## config.mk

```make
export PLATFORM = sky130hd
export DESIGN_NAME = ir_carrier_timer
export DESIGN_NICKNAME = d
export VERILOG_FILES = /design/src/rtl/ir_timer_pkg.sv /design/src/rtl/irt_edge_sense.sv /design/src/rtl/irt_tick_gen.sv /design/src/rtl/irt_count_core.sv /design/src/rtl/ir_carrier_timer.sv
export SDC_FILE = /design/constraint.sdc
export NUM_CORES = 1
export LEC_CHECK = 0
export ABC_CLOCK_PERIOD_IN_PS = 2100
export BUFFER_PORTS_ARGS = -buffer_cell sky130_fd_sc_hd__buf_2
export CORE_MARGIN = 2
export CORE_UTILIZATION = 54
export CTS_BUF_LIST = sky130_fd_sc_hd__clkbuf_8 sky130_fd_sc_hd__clkbuf_16
export CTS_CLUSTER_DIAMETER = 200
export CTS_CLUSTER_SIZE = 30
export DETAILED_ROUTE_END_ITERATION = 6
export GPL_ROUTABILITY_DRIVEN = 0
export PLACE_DENSITY = 0.75
export SLEW_MARGIN = 0
export SYNTH_ARGS = -nofsm -noshare
export SYNTH_HDL_FRONTEND = slang
export SYNTH_SLANG_ARGS = --single-unit
```

## constraint.sdc

```tcl
create_clock -name clk -period 2.1 [get_ports clk]
set_clock_uncertainty 0.05 [all_clocks]
set_input_delay 0.525 -clock clk [delete_from_list [all_inputs] [get_ports clk]]
set_output_delay 0.525 -clock clk [all_outputs]
set_load 0.01 [all_outputs]
```

## src/rtl/ir_timer_pkg.sv

```systemverilog
package ir_timer_pkg;

    localparam int REG_W  = 8;
    localparam int CNT_W  = 8;
    localparam int CSEL_W = 2;

    localparam logic [2:0] A_CTRL = 3'd0;
    localparam logic [2:0] A_EDGE = 3'd1;
    localparam logic [2:0] A_HLDA = 3'd2;
    localparam logic [2:0] A_HLDB = 3'd3;
    localparam logic [2:0] A_CAPT = 3'd4;

    typedef enum logic { MODE_TX = 1'b0, MODE_DEMOD = 1'b1 } irt_mode_e;

    typedef enum logic [1:0] {
        EDGE_NONE = 2'b00,
        EDGE_RISE = 2'b01,
        EDGE_FALL = 2'b10,
        EDGE_BOTH = 2'b11
    } edge_sel_e;

    typedef struct packed {
        logic              run;
        logic              single;
        logic              flag;
        logic [CSEL_W-1:0] sel;
        logic              tmask;
        logic              init;
        irt_mode_e         mode;
    } ctrl_t;

    function automatic logic edge_hit(edge_sel_e es, logic rise, logic fall);
        logic [1:0] b;
        b = es;
        return (b[0] & rise) | (b[1] & fall);
    endfunction

endpackage

```

## src/rtl/irt_edge_sense.sv

```systemverilog
module irt_edge_sense #(
    parameter int FILT_LEN = 3
) (
    input  logic clk,
    input  logic rst,
    input  logic raw_in,
    output logic rise,
    output logic fall
);
    logic [1:0] sync_q;
    logic       filt_q;
    logic       prev_q;

    always_ff @(posedge clk) begin
        if (rst) sync_q <= '0;
        else     sync_q <= {sync_q[0], raw_in};
    end

    generate
        if (FILT_LEN > 1) begin : g_filter
            localparam int CW = $clog2(FILT_LEN);
            logic [CW-1:0] run_cnt;
            always_ff @(posedge clk) begin
                if (rst) begin
                    filt_q  <= 1'b0;
                    run_cnt <= '0;
                end else if (sync_q[1] != filt_q) begin
                    if (run_cnt == CW'(FILT_LEN - 1)) begin
                        filt_q  <= sync_q[1];
                        run_cnt <= '0;
                    end else begin
                        run_cnt <= run_cnt + 1'b1;
                    end
                end else begin
                    run_cnt <= '0;
                end
            end
        end else begin : g_direct
            always_ff @(posedge clk) begin
                if (rst) filt_q <= 1'b0;
                else     filt_q <= sync_q[1];
            end
        end
    endgenerate

    always_ff @(posedge clk) begin
        if (rst) prev_q <= 1'b0;
        else     prev_q <= filt_q;
    end

    assign rise = filt_q & ~prev_q;
    assign fall = ~filt_q & prev_q;
endmodule

```

## src/rtl/irt_tick_gen.sv

```systemverilog
module irt_tick_gen
    import ir_timer_pkg::*;
(
    input  logic              clk,
    input  logic              rst,
    input  logic [CSEL_W-1:0] sel,
    output logic              tick
);
    localparam int PW = (1 << CSEL_W) - 1;

    logic [PW-1:0] presc_q;
    logic [PW-1:0] mask;

    always_ff @(posedge clk) begin
        if (rst) presc_q <= '0;
        else     presc_q <= presc_q + 1'b1;
    end

    always_comb begin
        for (int i = 0; i < PW; i++) mask[i] = (i < int'(sel));
    end

    assign tick = &(presc_q | ~mask);
endmodule

```

## src/rtl/irt_count_core.sv

```systemverilog
module irt_count_core
    import ir_timer_pkg::*;
(
    input  logic             clk,
    input  logic             rst,
    input  logic             start,
    input  irt_mode_e        start_mode,
    input  logic             start_init,
    input  logic             en,
    input  irt_mode_e        mode,
    input  logic             single,
    input  logic [CNT_W-1:0] hold_a,
    input  logic [CNT_W-1:0] hold_b,
    input  logic             tick,
    input  logic             edge_ev,
    output logic             lvl_out,
    output logic [CNT_W-1:0] cap_val,
    output logic             timeout_evt,
    output logic             stop_evt,
    output logic             capture_evt
);
    logic [CNT_W-1:0] cnt_q;
    logic             busy_q;
    logic             active;
    logic             at_zero;
    logic             tx_term;
    logic             dm_term;

    assign active  = en && !start;
    assign at_zero = (cnt_q == '0);
    assign tx_term = active && (mode == MODE_TX) && tick && at_zero;
    assign dm_term = active && (mode == MODE_DEMOD) && busy_q && !edge_ev && tick && at_zero;

    assign timeout_evt = tx_term || dm_term;
    assign stop_evt    = (tx_term && single) || dm_term;
    assign capture_evt = active && (mode == MODE_DEMOD) && busy_q && edge_ev;

    always_ff @(posedge clk) begin
        if (rst) begin
            cnt_q   <= '0;
            busy_q  <= 1'b0;
            lvl_out <= 1'b0;
            cap_val <= '0;
        end else if (start) begin
            busy_q <= 1'b0;
            if (start_mode == MODE_TX) begin
                lvl_out <= start_init;
                cnt_q   <= start_init ? hold_a : hold_b;
            end else begin
                cnt_q <= '1;
            end
        end else if (en) begin
            if (mode == MODE_TX) begin
                if (tick) begin
                    if (at_zero) begin
                        if (!single) begin
                            lvl_out <= ~lvl_out;
                            cnt_q   <= lvl_out ? hold_b : hold_a;
                        end
                    end else begin
                        cnt_q <= cnt_q - 1'b1;
                    end
                end
            end else begin
                if (edge_ev) begin
                    if (busy_q) cap_val <= cnt_q;
                    cnt_q  <= '1;
                    busy_q <= 1'b1;
                end else if (busy_q && tick) begin
                    if (at_zero) busy_q <= 1'b0;
                    cnt_q <= cnt_q - 1'b1;
                end
            end
        end
    end
endmodule

```

## src/rtl/ir_carrier_timer.sv

```systemverilog
module ir_carrier_timer
    import ir_timer_pkg::*;
#(
    parameter int FILT_LEN = 3
) (
    input  logic             clk,
    input  logic             rst,
    input  logic             wr_en,
    input  logic [2:0]       addr,
    input  logic [REG_W-1:0] wdata,
    output logic [REG_W-1:0] rdata,
    input  logic             ir_in,
    output logic             wave_out,
    output logic             irq_timeout,
    output logic             irq_capture
);
    ctrl_t            ctrl_q;
    ctrl_t            wctrl;
    edge_sel_e        esel_q;
    logic             cap_ie_q;
    logic [CNT_W-1:0] hold_a_q;
    logic [CNT_W-1:0] hold_b_q;
    logic [CNT_W-1:0] cap_val;
    logic             cap_irq_q;

    logic wr_ctrl;
    logic start;
    logic tick;
    logic rise;
    logic fall;
    logic edge_ev;
    logic timeout_evt;
    logic stop_evt;
    logic capture_evt;

    assign wctrl   = ctrl_t'(wdata);
    assign wr_ctrl = wr_en && (addr == A_CTRL);
    assign start   = wr_ctrl && wctrl.run && !ctrl_q.run;
    assign edge_ev = edge_hit(esel_q, rise, fall);

    always_ff @(posedge clk) begin
        if (rst) begin
            ctrl_q    <= '0;
            esel_q    <= EDGE_NONE;
            cap_ie_q  <= 1'b0;
            hold_a_q  <= '0;
            hold_b_q  <= '0;
            cap_irq_q <= 1'b0;
        end else begin
            if (wr_ctrl) begin
                ctrl_q.run    <= wctrl.run;
                ctrl_q.single <= wctrl.single;
                ctrl_q.sel    <= wctrl.sel;
                ctrl_q.tmask  <= wctrl.tmask;
                ctrl_q.init   <= wctrl.init;
                if (!ctrl_q.run) ctrl_q.mode <= wctrl.mode;
            end else if (stop_evt) begin
                ctrl_q.run <= 1'b0;
            end

            if (timeout_evt)                 ctrl_q.flag <= 1'b1;
            else if (wr_ctrl && wctrl.flag)  ctrl_q.flag <= 1'b0;

            if (wr_en && addr == A_EDGE) begin
                esel_q   <= edge_sel_e'(wdata[1:0]);
                cap_ie_q <= wdata[2];
            end
            if (wr_en && addr == A_HLDA) hold_a_q <= wdata;
            if (wr_en && addr == A_HLDB) hold_b_q <= wdata;

            cap_irq_q <= capture_evt && cap_ie_q;
        end
    end

    always_comb begin
        case (addr)
            A_CTRL:  rdata = ctrl_q;
            A_EDGE:  rdata = {{(REG_W-3){1'b0}}, cap_ie_q, esel_q};
            A_HLDA:  rdata = hold_a_q;
            A_HLDB:  rdata = hold_b_q;
            A_CAPT:  rdata = cap_val;
            default: rdata = '0;
        endcase
    end

    irt_edge_sense #(.FILT_LEN(FILT_LEN)) u_edge (
        .clk(clk), .rst(rst), .raw_in(ir_in), .rise(rise), .fall(fall)
    );

    irt_tick_gen u_tick (
        .clk(clk), .rst(rst), .sel(ctrl_q.sel), .tick(tick)
    );

    irt_count_core u_core (
        .clk(clk), .rst(rst),
        .start(start), .start_mode(wctrl.mode), .start_init(wctrl.init),
        .en(ctrl_q.run), .mode(ctrl_q.mode), .single(ctrl_q.single),
        .hold_a(hold_a_q), .hold_b(hold_b_q),
        .tick(tick), .edge_ev(edge_ev),
        .lvl_out(wave_out), .cap_val(cap_val),
        .timeout_evt(timeout_evt), .stop_evt(stop_evt), .capture_evt(capture_evt)
    );

    assign irq_timeout = ctrl_q.flag && ctrl_q.tmask;
    assign irq_capture = cap_irq_q;
endmodule

```

-- After elaboration in Yosys (flattened, before gate mapping)
Cells that the tools add are included.
- equality and inequality tests: 11
- $add $sub $neg: 3
- shift-type cells: 0
- reduce and logical (&&, ||, !) cells: 45
- muxes and demuxes: 26
- div/mod/pow operators: 0
- multiply operators: 0
- order comparisons: 3
- bitwise operators: 14
- operator list (operator ; count):
    $mux W8 ; 11
    $pmux W8 S5 ; 1
    $logic_and A1 B1 Y1 ; 21
    $mux W1 ; 14
    $reduce_bool A2 Y1 ; 7
    $logic_not A8 Y1 ; 1
    $reduce_and A4 Y1 ; 2
    $sub A8 B1 Y8 const B ; 1
    $not A1 Y1 ; 7
    $eq A3 B2 Y1 const B ; 2
    $reduce_and A6 Y1 ; 1
    $reduce_and A5 Y1 ; 1
    $and A1 B1 Y1 ; 4
    $lt A1 B2 Y1 const A ; 2
    $ne A2 B1 Y1 const B ; 2
    $ne A4 B1 Y1 const B ; 1
    $ne A4 B3 Y1 const B ; 1
    $reduce_and A2 Y1 ; 2
    $add A3 B1 Y3 const B ; 1
    $eq A3 B1 Y1 const B ; 1
    $eq A3 B3 Y1 const B ; 1
    $logic_not A1 Y1 ; 3
    $logic_not A3 Y1 ; 1
    $not A3 Y3 ; 1
    other kinds (12) ; 13
- register bits: 55
- memories: 0
- RAM bits: 0
- latch bits: 0
- logic and storage cells: 123
- input port bits: 15
- bits in read-only memories: 0

-- Logic depth before layout (Yosys ltp)
- word-level depth: 14
- gate-level depth with buffers: 9
- depth with buffers taken out: 7

-- By module
Synthesis repeated with hierarchy kept, for this count alone.
- cells, all modules: 353
- area, all modules: 3134.3 sq um
- by module, submodules not included (module ; cells an instance ; sequential area each (sq um) ; area an instance (sq um) ; times used):
    irt_count_core ; 168 ; 360.3 ; 1425.1 ; 1
    ir_carrier_timer ; 155 ; 560.5 ; 1390.1 ; 1
    irt_edge_sense ; 18 ; 120.1 ; 203.9 ; 1
    irt_tick_gen ; 12 ; 60.1 ; 115.1 ; 1

-- Worst setup path before layout
Ideal clock, no wire load.
- path type: input-to-reg
- start: input port addr[0]
- end: register u_core.cnt_q[7]
- arrival: 2.129 ns
- setup slack: -0.151 ns
- cell stages on the path: 7
- data required time: 1.978 ns
- cell sequence: buf_2 -> or4b_4 -> o21ai_2 -> a31o_2 -> and3_1 -> buf_4 -> mux2i_1
- cells in the longest elaborated chain, start to end: 6
- elaborated cells on any way between the ends: 10
- those cells by class: 2 x eq/ne; 1 x mux; 7 x reduce/logical
- ends and longest elaborated chain (element ; RTL line ; source):
    from (decl) ; ir_carrier_timer.sv:9 ; input logic [2:0] addr,
    $logic_not A3 Y1 (*) ; ir_carrier_timer.sv:37 ; assign wr_ctrl = wr_en && (addr == A_CTRL);
    $logic_and A1 B1 Y1 (*) ; ir_carrier_timer.sv:37 ;
    $logic_and A1 B1 Y1 (*) (2 in a row) ; ir_carrier_timer.sv:38 ; assign start = wr_ctrl && wctrl.run && !ctrl_q.run;
    $ne A4 B1 Y1 (no source line) (tied with other cells) ; -- ;
    $reduce_and A4 Y1 (no source line) ; -- ;
    to (signal assigned) ; irt_count_core.sv:58 ; cnt_q <= lvl_out ? hold_b : hold_a;
    to (signal assigned) ; irt_count_core.sv:61 ; cnt_q <= cnt_q - 1'b1;
    to (signal assigned) ; irt_count_core.sv:71 ; cnt_q <= cnt_q - 1'b1;
    to (decl) ; irt_count_core.sv:22 ; logic [CNT_W-1:0] cnt_q;
Every way passes the cells marked *; elsewhere a longest branch is shown, timed or not.
A chain may end at the register's enable or synchronous reset.

-- Worst setup path in the final report
- start: input port addr[1]
- end: output port rdata[2]
- cells in the longest elaborated chain, start to end: 2
- elaborated cells on any way between the ends: 6
- those cells by class: 4 x eq/ne; 1 x mux; 1 x reduce/logical
- ends and longest elaborated chain (element ; RTL line ; source):
    $eq A3 B3 Y1 (tied with other cells) ; ir_carrier_timer.sv:76 ; case (addr)
    $pmux W8 S5 (*) ; ir_carrier_timer.sv:76 ;
    to (decl) ; ir_carrier_timer.sv:11 ; output logic [REG_W-1:0] rdata,
Marked as above.

==> flow_metrics.tcl <==
set metrics [dict create \
    yosysWarnings 0 \
    totalWireLength_um 8690 \
    synth.avg_cell_area_um2 8.05 \
    cp-end-kind "output pin" \
    slew_headroom_pct 59.6 \
    worst_slew_pin_slew_ps 606 \
    place_hpwl_um 6420 \
    floorplan.initialDensity_pct 56.2 \
    synthCells 384 \
    core-area_mm2 0.00551 \
    place_inst 489 \
    stdcell_count 499 \
    grt_pass1_vias 2766 \
    multi_input_area_mm2 0.00191 \
    clkLatencyLatePin_ps 320 \
    cp_data_required_time_ps 1520 \
    syn-num-nets 403 \
    vias 3032 \
    synth_edf_count 0 \
    ant_nets 0 \
    route.detailed.drc 0 \
    status "finished, final reports clean" \
    drive_gt1_share_pct 23.2 \
    p_leak_uw 0.00150 \
    area_growth_pct 19.7 \
    rsz0062_at_grt "true" \
    hold_path_depth 2 \
    cap_violations 0 \
    setup_viol 0 \
    vdd_drop_max_mv 0.487 \
    synth_cell_types 50 \
    post_dp_cell_area_mm2 0.00350 \
    syn_area_mm2 0.00309 \
    numCtsBuffers 5 \
    r2r_cells 8 \
    setup.worst_path.start_class "input pin" \
    synth_seq_cells 55 \
    register_area_mm2 0.00111 \
    arrival_ps 1490 \
    fp.dieW_um 79.7 \
    grt_usage_pct 27.3 \
    hold_violations 0 \
    num_io_pins 26 \
    synth_ff_type "dfxtp_1" \
    path_clk_slew_ps 110 \
    grt_max_degree 30 \
    grt_overflow 0 \
    path_max_fanout 6 \
    cts_max_level 2 \
    hold_buffers 0 \
    grt_antenna_before_repair 0 \
    layout.nets 445 \
    power_density_mw_per_mm2 579 \
    clockBufferDepth 2 \
    dieArea_mm2 0.00635 \
    fillers 448 \
    port_buffers 25 \
    wl_per_cell_um 17.4 \
    drv_slew 0 \
    final_min_period_over_clock_period_pct 98.5 \
    root_buffer "clkbuf_8" \
    worstSetupPathType "in2out" \
    cts_tree "yes" \
    diodes 0 \
    grt_pass1_wl_um 13300 \
    via_per_inst 6.08 \
    drt_iter0_drc 359 \
    max_freq_mhz 483 \
    worstHoldPathType "in2reg" \
    synthArstFlopShare_pct 0 \
    die_h_um 79.7 \
    cts.sinks 55 \
    stdcell_area_mm2 0.00370 \
    first_pass_iters 4 \
    hold-worst-slack_ps 362 \
    rows 27 \
    yosysSeqAreaShare_pct 35.6 \
    finalCriticalPeriod_ps 2070 \
]
## flip-flops by register name (all words and copies together), names as in the netlist
register and count:
ctrl_q 8, hold_a_q 8, hold_b_q 8, u_core.cap_val 8, u_core.cnt_q 8, u_tick.presc_q 3, esel_q 2, u_edge.g_filter.run_cnt 2
u_edge.sync_q 2, cap_ie_q 1, irq_capture 1, u_core.busy_q 1, u_core.lvl_out 1, u_edge.filt_q 1, u_edge.prev_q 1
## synth_stat cells (all sizes together), types with 2 or more instances
| library cell | n | area, um^2 |
|---|---|---|
| a21oi | 34 | 170 |
| a211oi | 6 | 45.0 |
| a211o | 4 | 35.0 |
| buf | 11 | 62.6 |
| o21ai | 19 | 98.9 |
| or4 | 2 | 15.0 |
| mux2i | 39 | 390 |
| or3 | 6 | 37.5 |
| and3b | 2 | 17.5 |
| inv | 9 | 33.8 |
| o211ai | 3 | 22.5 |
| nand2b | 3 | 18.8 |
| nor2 | 44 | 165 |
| nor3b | 2 | 15.0 |
| a221oi | 2 | 17.5 |
| a311oi | 5 | 50.0 |
| nor2b | 16 | 100 |
| o221ai | 2 | 17.5 |
| ha | 4 | 50.1 |
| nor3 | 2 | 10.0 |
| nand3 | 7 | 35.0 |
| dfxtp | 55 | 1100 |
| clkbuf | 18 | 67.6 |
| xnor2 | 3 | 26.3 |
| and3 | 3 | 18.8 |
| a311o | 2 | 20.0 |
| nor4 | 3 | 18.8 |
| nand2 | 50 | 188 |
| and2 | 2 | 12.5 |
| xor2 | 2 | 17.5 |
| a31oi | 10 | 62.6 |
## cell usage in the layout, fill, tap and decap left out, types with 2 or more instances in the layout
cell      instances
buf_6             2
buf_12            2
a31oi_1          10
or3_1             6
nor3_1            2
nor4_2            2
nand2_1          50
dfxtp_1          51
inv_1             9
xor2_1            2
xnor2_1           3
buf_4            35
o21ai_0          18
mux2i_1          37
nand3_1           7
buf_2            24
nor2b_1          14
o211ai_1          3
dfxtp_2           3
and3_4            2
and3b_1           2
clkbuf_8          5
ha_1              3
a311oi_2          2
a311o_1           2
o221ai_1          2
nand2b_1          3
a211oi_1          6
a211o_1           4
a21oi_1          34
mux2i_2           2
nor2_1           43
a311oi_1          3
## critical path, cell delays in order
cell	delay (ps)
clkbuf_4	150
buf_6	140
nor2b_2	160
buf_4	130
a21oi_1	150
o21ai_0	90
buf_2	140
## power breakdown
part	total, uW	switching, uW	internal (uW)
sequential	1090	27.6	1070
clock	638	386	252
combinational	410	223	188
total	2140	637	1510
## through the flow
stage	utilization [%]	total power, uW	setup TNS (ps)	worst slack, ps
after floorplan	-	1370	-15.2	-15.2
after global placement	63.6	1470	-474	-84.6
after detailed placement	63.6	1480	-803	-108
after CTS	65.8	2110	0	5.28
after global routing	67.2	2230	-112	-61.1
final	67.2	2140	0	31.6
## per-layer routing
| metal | track usage (%) | vias to the layer above | wire, um |
|---|---|---|---|
| met5 | 0 | - | 0 |
| met4 | 8.79 | 0 | 141 |
| met3 | 4.30 | 13 | 544 |
| met2 | 41.7 | 119 | 3900 |
| met1 | 39.3 | 1455 | 4110 |
| li1 | - | 1445 | - |
## worst paths after layout
path	start	end	slack [ps]
setup / recovery	addr[1]	rdata[2]	30
setup reg to reg	u_core.cnt_q[0]$_SDFFE_PP0P_	u_core.cnt_q[1]$_SDFFE_PP0P_	30
hold / removal	ir_in	u_edge.sync_q[0]$_SDFF_PP0_	360
hold reg to reg	u_edge.g_filter.run_cnt[0]$_SDFF_PP0_	u_edge.g_filter.run_cnt[0]$_SDFF_PP0_	380
## timing repair
action,in CTS,in global routing
endpoints found under the setup margin,8,19
gates cloned,0,1
resized for setup,5,20
buffers inserted,0,1
pin swaps,1,3
## kinds of logic (layout without fill, tap and decap cells)
| logic type | count (synthesis) | count (layout) | synth area share, % |
|---|---|---|---|
| muxes | 41 | 41 | 13.7 |
| AOI/OAI and AO/OA | 94 | 94 | 19.4 |
| adders and majority gates | 4 | 4 | 1.62 |
| xor gates and xnor gates | 5 | 5 | 1.42 |
| buffers and inverters | 38 | 81 | 5.30 |
| and+or+nand+nor | 147 | 147 | 23.0 |
| DFF | 55 | 55 | 35.6 |
## area by class of cell
cell class              instances  area share, %
clock buffers                   5           1.86
clock inverters                 3          0.913
inverters                       9          0.913
multi-input cells             291           51.7
flip-flops and latches         55           30.0
well taps                      72           2.43
repair buffers                 64           12.2
(Power assumes the default switching activity.)
